## src/rtl/tile_addr_pkg.sv

```systemverilog
package tile_addr_pkg;

    localparam int FMT_W     = 3;
    localparam int ORIENT_W  = 3;
    localparam int SHIFT_W   = 6;

    typedef enum logic [FMT_W-1:0] {
        FMT_PIX8  = 3'd0,
        FMT_PIX16 = 3'd1,
        FMT_PIX32 = 3'd2,
        FMT_PAGE  = 3'd3
    } pix_fmt_e;

    typedef struct packed {
        logic               mirror_x;
        logic               mirror_y;
        logic               transpose;
    } view_t;

    typedef struct packed {
        logic               known;
        logic [SHIFT_W-1:0] xs;
        logic [SHIFT_W-1:0] ys;
    } fmt_geom_t;

    function automatic view_t unpack_view(input logic [ORIENT_W-1:0] o);
        view_t v;
        v.mirror_x  = o[0];
        v.mirror_y  = o[1];
        v.transpose = o[2];
        return v;
    endfunction

    function automatic fmt_geom_t lookup_geom(input logic [FMT_W-1:0] code,
                                              input int slot_w_bits,
                                              input int slot_h_bits);
        fmt_geom_t g;
        g = '0;
        unique case (code)
            FMT_PIX8:  begin g.known = 1'b1; g.xs = '0; g.ys = '0; end
            FMT_PIX16: begin g.known = 1'b1; g.xs = '0; g.ys = 6'd1; end
            FMT_PIX32: begin g.known = 1'b1; g.xs = 6'd1; g.ys = 6'd1; end
            FMT_PAGE:  begin
                g.known = 1'b1;
                g.xs    = SHIFT_W'(slot_w_bits);
                g.ys    = SHIFT_W'(slot_h_bits);
            end
            default:   g = '0;
        endcase
        return g;
    endfunction

endpackage

```

## src/rtl/tile_fmt_decode.sv

```systemverilog
module tile_fmt_decode
    import tile_addr_pkg::*;
#(
    parameter int SLOT_W_BITS = 6,
    parameter int SLOT_H_BITS = 6
) (
    input  logic [FMT_W-1:0] fmt,
    output fmt_geom_t        geom
);
    always_comb begin
        geom = lookup_geom(fmt, SLOT_W_BITS, SLOT_H_BITS);
    end
endmodule

```

## src/rtl/tile_ofs_calc.sv

```systemverilog
module tile_ofs_calc
    import tile_addr_pkg::*;
#(
    parameter int PX_W = 14,
    parameter int PX_H = 13,
    localparam int OFS_W = PX_W + PX_H
) (
    input  logic [PX_W-1:0]    x,
    input  logic [PX_H-1:0]    y,
    input  view_t              view,
    input  fmt_geom_t          geom,
    output logic               in_range,
    output logic [OFS_W-1:0]   ofs,
    output logic [OFS_W-1:0]   stride
);
    logic [PX_W-1:0]    xmask;
    logic [PX_H-1:0]    ymask;
    logic [SHIFT_W-1:0] xbits, ybits;
    logic [PX_W-1:0]    xv;
    logic [PX_H-1:0]    yv;
    logic [OFS_W-1:0]   xe, ye, packed_ofs;
    logic [SHIFT_W:0]   align;

    always_comb begin
        xbits    = SHIFT_W'(PX_W) - geom.xs;
        ybits    = SHIFT_W'(PX_H) - geom.ys;
        xmask    = {PX_W{1'b1}} >> geom.xs;
        ymask    = {PX_H{1'b1}} >> geom.ys;
        in_range = (x <= xmask) && (y <= ymask);
        xv       = view.mirror_x ? (x ^ xmask) : x;
        yv       = view.mirror_y ? (y ^ ymask) : y;
        xe       = OFS_W'(xv);
        ye       = OFS_W'(yv);
        if (view.transpose)
            packed_ofs = (xe << ybits) | ye;
        else
            packed_ofs = (ye << xbits) | xe;
        align    = {1'b0, geom.xs} + {1'b0, geom.ys};
        ofs      = packed_ofs << align;
        if (view.transpose)
            stride = OFS_W'(1) << (SHIFT_W'(PX_H) + geom.xs);
        else
            stride = OFS_W'(1) << (SHIFT_W'(PX_W) + geom.ys);
    end
endmodule

```

## src/rtl/tile_addr_gen.sv

```systemverilog
module tile_addr_gen
    import tile_addr_pkg::*;
#(
    parameter int SLOT_W_BITS = 6,
    parameter int SLOT_H_BITS = 6,
    parameter int CONT_W_BITS = 8,
    parameter int CONT_H_BITS = 7
) (
    input  logic                                                     clk,
    input  logic                                                     rst,
    input  logic                                                     req_valid,
    input  logic [2:0]                                               req_fmt,
    input  logic [2:0]                                               req_orient,
    input  logic [SLOT_W_BITS+CONT_W_BITS-1:0]                       req_x,
    input  logic [SLOT_H_BITS+CONT_H_BITS-1:0]                       req_y,
    output logic                                                     rsp_valid,
    output logic                                                     rsp_ok,
    output logic [SLOT_W_BITS+CONT_W_BITS+SLOT_H_BITS+CONT_H_BITS+4:0] rsp_addr,
    output logic [SLOT_W_BITS+CONT_W_BITS+SLOT_H_BITS+CONT_H_BITS-1:0] rsp_stride
);
    localparam int PX_W   = SLOT_W_BITS + CONT_W_BITS;
    localparam int PX_H   = SLOT_H_BITS + CONT_H_BITS;
    localparam int OFS_W  = PX_W + PX_H;
    localparam int ADDR_W = OFS_W + ORIENT_W + 2;

    fmt_geom_t         geom;
    view_t             view;
    logic              in_range;
    logic [OFS_W-1:0]  ofs, stride;
    logic              ok_next;

    assign view = unpack_view(req_orient);

    tile_fmt_decode #(
        .SLOT_W_BITS(SLOT_W_BITS),
        .SLOT_H_BITS(SLOT_H_BITS)
    ) u_dec (
        .fmt  (req_fmt),
        .geom (geom)
    );

    tile_ofs_calc #(
        .PX_W(PX_W),
        .PX_H(PX_H)
    ) u_calc (
        .x        (req_x),
        .y        (req_y),
        .view     (view),
        .geom     (geom),
        .in_range (in_range),
        .ofs      (ofs),
        .stride   (stride)
    );

    assign ok_next = geom.known && in_range;

    always_ff @(posedge clk) begin
        if (rst) begin
            rsp_valid  <= 1'b0;
            rsp_ok     <= 1'b0;
            rsp_addr   <= '0;
            rsp_stride <= '0;
        end else begin
            rsp_valid <= req_valid;
            if (req_valid) begin
                rsp_ok <= ok_next;
                if (ok_next) begin
                    rsp_addr   <= {req_fmt[1:0], req_orient, ofs};
                    rsp_stride <= stride;
                end else begin
                    rsp_addr   <= '0;
                    rsp_stride <= '0;
                end
            end
        end
    end

    assert_latency_R1: assert property (@(posedge clk) disable iff (rst)
        req_valid |=> rsp_valid);
    assert_idle_R1: assert property (@(posedge clk) disable iff (rst)
        !req_valid |=> !rsp_valid);
    assert_hold_R12: assert property (@(posedge clk) disable iff (rst)
        !req_valid |=> ($stable(rsp_addr) && $stable(rsp_ok) && $stable(rsp_stride)));
    assert_reject_zero_R3: assert property (@(posedge clk) disable iff (rst)
        (rsp_valid && !rsp_ok) |-> (rsp_addr == '0 && rsp_stride == '0));
    assert_badfmt_R4: assert property (@(posedge clk) disable iff (rst)
        (req_valid && req_fmt[2]) |=> !rsp_ok);
    assert_stride_onehot_R9: assert property (@(posedge clk) disable iff (rst)
        rsp_ok |-> ($countones(rsp_stride) == 1));
    assert_window_R10: assert property (@(posedge clk) disable iff (rst)
        req_valid |=> (!rsp_ok ||
            rsp_addr[ADDR_W-1:OFS_W] == {$past(req_fmt[1:0]), $past(req_orient)}));
endmodule

```

## config.mk

```make
export PLATFORM = sky130hd
export DESIGN_NAME = tile_addr_gen
export DESIGN_NICKNAME = d
export VERILOG_FILES = /design/src/rtl/tile_addr_pkg.sv /design/src/rtl/tile_fmt_decode.sv /design/src/rtl/tile_ofs_calc.sv /design/src/rtl/tile_addr_gen.sv
export SDC_FILE = /design/constraint.sdc
export NUM_CORES = 1
export LEC_CHECK = 0
export ABC_AREA = 1
export ABC_CLOCK_PERIOD_IN_PS = 5800
export BUFFER_PORTS_ARGS = -buffer_cell sky130_fd_sc_hd__buf_2
export CAP_MARGIN = 15
export CELL_PAD_IN_SITES_DETAIL_PLACEMENT = 1
export CELL_PAD_IN_SITES_GLOBAL_PLACEMENT = 2
export CORE_MARGIN = 5
export CORE_UTILIZATION = 30
export CTS_CLUSTER_DIAMETER = 150
export DETAILED_ROUTE_END_ITERATION = 10
export GPL_TIMING_DRIVEN = 0
export PLACE_DENSITY = 0.76
export SLEW_MARGIN = 10
export SYNTH_ARGS = -nofsm -noshare
export SYNTH_HDL_FRONTEND = slang
export SYNTH_HIERARCHICAL = 1
export SYNTH_SLANG_ARGS = --single-unit
```

## constraint.sdc

```tcl
create_clock -name clk -period 5.8 [get_ports clk]
set_input_delay 0.58 -clock clk [delete_from_list [all_inputs] [get_ports clk]]
set_output_delay 0.58 -clock clk [all_outputs]
set_load 0.005 [all_outputs]
```

## Word level (Yosys, flattened, before mapping)

Index checks and enable logic that the tools add are counted.

| word-level totals | value |
|---|---|
| bits in registers | 61 |
| input port bits | 36 |
| output and inout bits | 61 |
| logic and storage cells | 35 |

| operators by class | value |
|---|---|
| add/subtract/negate cells | 5 |
| order comparisons | 2 |
| eq/ne operators | 3 |
| shifts and indexed selects | 7 |
| multiplexer cells | 7 |
| bitwise gates (word level) | 4 |
| reduce and logical (&&, ||, !) cells | 3 |

Operator list:

| kind | count |
|---|---|
| $mux W27 | 3 |
| $shl A1 B6 Y27 const A | 2 |
| $pmux W13 S4 | 1 |
| $mux W32 | 1 |
| $or A27 B13 Y27 | 1 |
| $or A27 B14 Y27 | 1 |
| $shl A13 B6 Y27 | 1 |
| $shl A14 B6 Y27 | 1 |
| $shl A27 B7 Y27 | 1 |
| $le A14 B14 Y1 | 1 |
| $mux W14 | 1 |
| $shr A14 B6 Y14 const A | 1 |
| $xor A14 B14 Y14 | 1 |
| $le A13 B13 Y1 | 1 |
| $mux W13 | 1 |
| $shr A13 B6 Y13 const A | 1 |
| $xor A13 B13 Y13 | 1 |
| $add A4 B6 Y6 const A | 2 |
| $sub A4 B6 Y6 const A | 2 |
| $add A6 B6 Y7 | 1 |
| $eq A3 B2 Y1 const B | 2 |
| $eq A3 B1 Y1 const B | 1 |
| $logic_not A3 Y1 | 1 |
| $logic_and A1 B1 Y1 | 2 |

## Longest topological paths before layout

Gate-level depths: netlist (run 1).

| depth | value |
|---|---|
| depth in word-level cells | 10 |
| depth in mapped cells | 31 |
| mapped depth without buffers | 30 |

## Modules after synthesis

The synthesis (run 1) kept the hierarchy.

Modules (own cells, without submodules):

| module | times used | cells an instance | area each (um^2) | seq. area each (um^2) |
|---|---|---|---|---|
| tile_ofs_calc | 1 | 1244 | 6068.3 | 0.0 |
| tile_addr_gen | 1 | 277 | 2701.3 | 1221.2 |
| tile_fmt_decode | 1 | 19 | 106.4 | 0.0 |

## Worst setup path before layout (run 1)

OpenSTA, ideal clock, no wires.

| timing path | value |
|---|---|
| path kind | input-to-reg |
| from | input req_fmt[1] |
| to | register rsp_addr[25] |
| setup time | 0.066 ns |
| data arrival time | 3.348 ns |
| required time | 5.734 ns |
| slack | 2.386 ns |
| cell stages on the path | 21 |
| path buffers | 2 |
| cell sequence | nand2_1 > nor2_1 > inv_1 > buf_2 > ha_1 > clkinv_1 > clkbuf_1 > nand3_1 > nand3_1 > nand3_1 > a21oi_1 > nand3_1 > nand3_1 > nand2_1 > nand2_1 > nand2_1 > nor2_1 > nor2_1 > nor2_1 > nand4_1 > a21oi_2 |

RTL lines:

| item | RTL line | text |
|---|---|---|
| start, declared | tile_addr_gen.sv:12 | `input logic [2:0] req_fmt,` |
| end signal, assigned | tile_addr_gen.sv:68 | `rsp_addr <= {req_fmt[1:0], req_orient, ofs};` |
| end, declared | tile_addr_gen.sv:18 | `output logic [SLOT_W_BITS+CONT_W_BITS+SLOT_H_BITS+CONT_H_BITS+4:0] rsp_addr,` |

==> results of run 1 <==
[layout make-up]
class | count | area share [%]
timing repair buffer | 94 | 4.63
buffer | 107 | 6.94
inverter | 118 | 4.48
clock inverter | 5 | 0.579
multi-input combinational | 1259 | 64.1
tap | 390 | 4.81
sequential | 61 | 12.0
clock buffer | 11 | 2.39
[worst max-delay path: stages]
cell	delay [ps]
buf_2	130
nand2_1	60
nor2_1	830
inv_1	320
buf_2	340
ha_1	490
clkinv_1	300
clkbuf_1	320
nand3_1	200
nand3_1	160
o21ai_1	170
nand3_1	180
nand2_1	130
nand3_1	100
nand3_1	200
nand3_1	150
a21oi_1	260
nand4_1	150
a21oi_2	120
[metrics by stage]
stage | area, um2 | hold WS (ps) | cells | total power, uW
finish | 10200 | 460 | 2045 | 1890
global route | 10200 | 481 | 2045 | 2020
CTS | 10200 | 463 | 2045 | 1860
detailed placement | 9850 | 452 | 2029 | 1320
global placement | 9850 | 451 | 2029 | 1310
floorplan | 8890 | 460 | 1545 | 1050
[logic make-up (layout without fill, tap and decap cells)]
group / Yosys count / count (layout) / share of synthesized area (%)
other: 1 / 6 / 0.0422
xor gates and xnor gates: 6 / 6 / 0.592
adders and majority gates: 50 / 50 / 7.13
buffers and inverters: 225 / 335 / 13.1
DFF: 61 / 61 / 13.8
and+or+nand+nor: 1005 / 1005 / 52.4
AOI/OAI and AO/OA: 192 / 192 / 13.0
[cells in the mapped netlist, types with 3 or more instances]
master / instances
buf_4: 20
nand3_2: 3
clkinv_1: 5
nand4_1: 98
xor2_1: 5
nor3_1: 12
buf_1: 9
a21oi_1: 85
nor2_4: 3
ha_1: 49
inv_2: 15
nand2_2: 45
dfxtp_1: 61
a21oi_2: 39
a31oi_1: 5
o211ai_1: 8
buf_2: 37
nor4_1: 3
buf_6: 11
o21ai_0: 19
clkbuf_1: 23
nor2_1: 78
nor2_2: 5
o21ai_1: 29
inv_1: 97
nand3_1: 327
nand2_1: 425
buf_12: 6
[state kept, by name (all words and copies together) (netlist names)]
name,cells
rsp_ok,1
rsp_valid,1
rsp_addr,32
rsp_stride,27
[layer usage]
metal / wire (um) / vias up / part of all wire (%)
li1: - / 5458 / -
met1: 19600 / 5202 / 48
met2: 18200 / 259 / 45
met3: 1630 / 58 / 4.0
met4: 1220 / 0 / 3.0
met5: 0 / - / 0
[placed cells by master, fill, tap and decap left out, types with 11 or more instances in the layout]
master,instances
nand2_1,425
nand3_1,327
buf_2,131
nand4_1,98
inv_1,97
a21oi_1,85
nor2_1,78
dfxtp_1,61
ha_1,49
nand2_2,45
a21oi_2,39
o21ai_1,29
clkbuf_1,24
buf_4,20
o21ai_0,19
inv_2,15
nor3_1,12
buf_6,11
[power by group through the flow]
stage	sequential, uW	combinational, uW	clock [uW]
finish	423	928	539
detailed placement	432	884	0
CTS	423	888	550
global route	422	1030	568
global placement	431	876	0
floorplan	432	621	0
[how the worst max path moves through the flow]
stage | slack, ps | from | to
floorplan | 2390 | req_fmt[1] | rsp_addr[25]
CTS | 960 | req_fmt[1] | rsp_addr[8]
global route | 470 | req_fmt[1] | rsp_addr[8]
finish | 840 | req_fmt[1] | rsp_addr[8]
detailed placement | 630 | req_fmt[1] | rsp_addr[8]
global placement | 650 | req_fmt[1] | rsp_addr[8]
==> results_dict.tcl, run 1 <==
set metrics [dict create \
    die_y_um 182 \
    slew_headroom_pct 26.0 \
    initialDrtViolationCount 774 \
    antenna_found_initial 0 \
    min_from "rsp_addr[11]" \
    syn_to_final_growth_pct 14.4 \
    design.die.area_um2 33100 \
    async_flop_share_pct 0 \
    syn-cell-area_um2 8880 \
    p_seq_share_pct 22.4 \
    hold_violations 0 \
    cts.path.max_buffers 2 \
    synth_area_leaders "nand3_1 (18%), nand2_1 (18%), dfxtp_1 (14%), ha_1 (6.9%), nand4_1 (6.9%)" \
    worstPathArrival_ps 5230 \
    routabilityCongestion 0.957 \
    maxSlewViolCount 0 \
    syn_inst 1540 \
    yosysUniqueCellTypes 46 \
    h-tree-depth 3 \
    multiInputGateArea_um2 6510 \
    worstMarginPinSlew_ps 1110 \
    clkSinkCount 61 \
    power.share.clock_pct 28.5 \
    diodes 0 \
    finalWirelength_um 40700 \
    synth_ff_type "dfxtp_1" \
    core_um2 29400 \
    fill_cells 4021 \
    cts_hold_buffers 0 \
    dp_slack_ps 626 \
    yosys_warnings 6 \
    wire_per_inst_um 19.9 \
    vdd_drop_max_v 0.000137 \
    rr_worst_depth 2 \
    fmax_ghz 0.202 \
    globalRouteMet2Util_pct 38.9 \
    cts_tree "done" \
    rsz0062_at_grt "false" \
    synth_seq_cells 61 \
    p_leak_uw 0.00479 \
    ctsResizeCount 0 \
    routed_via_density 5.37 \
    met3_usage_pct 1.92 \
    drc 0 \
    syn_avg_cell_area_um2 5.76 \
    grt_pass1_wl_um 63400 \
    cts_buffers 9 \
    synth_top_area_cell "nand3_1" \
    seq_area_frac_synth_pct 13.8 \
    drive_gt1_share_pct 18.1 \
    post-route-period-util_pct 85.5 \
    io_buffer_count 94 \
    min_path_cells 2 \
    setup_ws_ps 838 \
    io_pins 97 \
    crit_type "in2reg" \
    reg2reg_from "rsp_addr[27]" \
    dp_hpwl_um 34200 \
    top_usage_layer "met2" \
    post_cts_buffers 0 \
    cts.clk_slew.worst_paths_ps 60 \
    synth_edf_count 0 \
    r2r_slack_ps 5150 \
    p_sw_share_pct 45.2 \
    grt_util_met1_pct 34.1 \
    area.sequential_um2 1220 \
    power_density_nw_per_um2 186 \
    maxCapViolCount 0 \
    synth_top_area_share_pct 18.4 \
    fin_util_pct 34.5 \
    p_sw_uw 855 \
    min_to "rsp_addr[11]" \
    grt_pass1_vias 11000 \
    die_w_um 182 \
    hold_path_class "reg2reg" \
    status "complete, no violations" \
    track_usage_pct 24.0 \
    skew_ps 0 \
    setup_tns_ps 0 \
    combPwrFrac_pct 49.1 \
    crit_path_start_kind "input port" \
    final_net_count 1736 \
    core.rowCount 63 \
    cts_root_buf "clkbuf_16" \
    start_util_pct 30.2 \
    finalSetupViolCount 0 \
    first_pass_iters 5 \
    rr_endpoint "rsp_addr[27]" \
    required_ps 6070 \
    cp-end-kind "flip-flop" \
    internal-power_uw 1030 \
    cp_max_fo 11 \
    overflow 0 \
    clk_latency_ps 330 \
    num_vias 11000 \
    ant_nets 0 \
    grt_max_degree 12 \
    period_minus_slack_ps 4960 \
]
(Power assumes the default switching activity.)
==> inputs of run 2 (changes only) <==
- CORE_MARGIN: 5 -> 2
==> results_dict.tcl, run 2 (same netlist as run 1, synthesis figures left out) <==
set metrics [dict create \
    worstMarginPinSlew_ps 1020 \
    core.rowCount 62 \
    track_usage_pct 26.6 \
    slew_headroom_pct 31.7 \
    required_ps 6060 \
    cp-end-kind "flip-flop" \
    initialDrtViolationCount 828 \
    final_common_cell "nand2_1" \
    maxCapViolCount 0 \
    fin_area_um2 10100 \
    setup_ws_ps 1010 \
    cp_max_fo 11 \
    die_y_um 176 \
    design.die.area_um2 31000 \
    cts_tree "done" \
    maxSlewViolCount 0 \
    post-route-period-util_pct 82.5 \
    dp_hpwl_um 34600 \
    drc 0 \
    overflow 0 \
    skew_ps 0 \
    cts_hold_buffers 0 \
    largest_reg_flops 32 \
    hold_path_class "reg2reg" \
    diodes 0 \
    worstPathArrival_ps 5040 \
    grt_pass1_wl_um 64100 \
    setup_tns_ps 0 \
    wire_per_inst_um 20.2 \
    post_cts_buffers 0 \
    rsz0062_at_grt "false" \
    drive_gt1_share_pct 18.1 \
    crit_type "in2reg" \
    slowest_stage "nor2_1" \
    num_vias 11100 \
    cts.clk_slew.worst_paths_ps 50 \
    reg_top3 "rsp_addr: 32 flops, rsp_stride: 27 flops" \
    dp_slack_ps 826 \
    finalSetupViolCount 0 \
    grt_max_degree 12 \
    ctsResizeCount 0 \
    finalWirelength_um 41100 \
    place_area_um2 9850 \
    hold_violations 0 \
    path_cells "buf_2, nand2_1, nor2_1, inv_1, buf_2, ha_1, clkinv_1, clkbuf_1, nand2_1, nand3_1, nand2_1, nand2_1, nand2_1, nand3_1, nand3_1, nand2_1, o211ai_1, nand3_1, nand2_1, nand4_1, a21oi_2" \
    crit_path_start_kind "input port" \
    cts.path.max_buffers 2 \
    die_w_um 176 \
    io_pins 97 \
    final_net_count 1736 \
    h-tree-depth 3 \
    fmax_ghz 0.209 \
    antenna_found_initial 0 \
    layout.cells.non_filler 2039 \
    first_pass_iters 5 \
    ant_nets 0 \
    path_delay_family "simple AND/OR/NAND/NOR gates" \
    regMostFlops "rsp_addr" \
    syn_to_final_growth_pct 14.2 \
    clk_latency_ps 320 \
    final_cell_mix "nand2_1 (425), nand3_1 (327), buf_2 (131)" \
    p_leak_uw 0.00479 \
    cp_common_cell "nand2_1" \
    status "complete, no violations" \
    critPathBufInv 5 \
    start_util_pct 30.7 \
    cts_buffers 9 \
    cts_root_buf "clkbuf_16" \
    fill_cells 4000 \
    io_buffer_count 94 \
    vdd_drop_max_v 0.000119 \
    period_minus_slack_ps 4790 \
    grt_pass1_vias 11200 \
    critical_path.max_stage_delay_ps 760 \
    power_density_nw_per_um2 186 \
    routabilityCongestion 0.966 \
    routed_via_density 5.44 \
    clkSinkCount 61 \
    core_um2 28900 \
    placedCellCount 2023 \
]
run 2: worst paths after layout:
| kind | startpoint | end | slack, ps | cells after the start |
|---|---|---|---|---|
| worst max register to register | rsp_stride[15] | rsp_stride[15] | 5150 | 2 |
| worst max-delay path | req_fmt[0] | rsp_addr[21] | 1010 | 21 |
| worst min-delay path | rsp_addr[17] | rsp_addr[17] | 460 | 2 |
| worst min register to register | rsp_addr[17] | rsp_addr[17] | 460 | 2 |
run 2: worst reg2reg max path: stages (launching register included):
cell and delay [ps]:
dfxtp_1 340, nand2_1 60, a21oi_1 170
run 2: layer usage:
metal / GRT usage [%] / routed length [um] / share of wire (%)
met2: 43.5 / 18300 / 44
met5: 0 / 0 / 0
met1: 38.8 / 20700 / 50
met3: 2.05 / 1600 / 3.9
met4: 4.34 / 578 / 1.4
run 2: report_power, final:
group	total, uW	internal (uW)	switching [uW]
clock	532	332	200
combinational	928	269	659
sequential	422	421	1.16
total	1880	1020	861
run 2: layout make-up:
| class | instances | area, um2 | area share [%] |
|---|---|---|---|
| Buffer | 107 | 704 | 6.95 |
| Clock buffer | 10 | 229 | 2.26 |
| Clock inverter | 6 | 63.8 | 0.629 |
| Inverter | 118 | 455 | 4.49 |
| Multi-Input combinational cell | 1259 | 6510 | 64.2 |
| Sequential cell | 61 | 1220 | 12.0 |
| Tap cell | 384 | 480 | 4.74 |
| Timing Repair Buffer | 94 | 470 | 4.64 |
run 2: through the flow:
stage | utilization [%] | hold slack [ps] | total power (uW)
2_1_floorplan | - | 460 | 1050
4_1_cts | 35.0 | 463 | 1850
3_3_place_gp | 34.0 | 452 | 1310
5_1_grt | 35.0 | 477 | 2020
6_report | 35.0 | 458 | 1880
3_5_place_dp | 34.0 | 453 | 1320
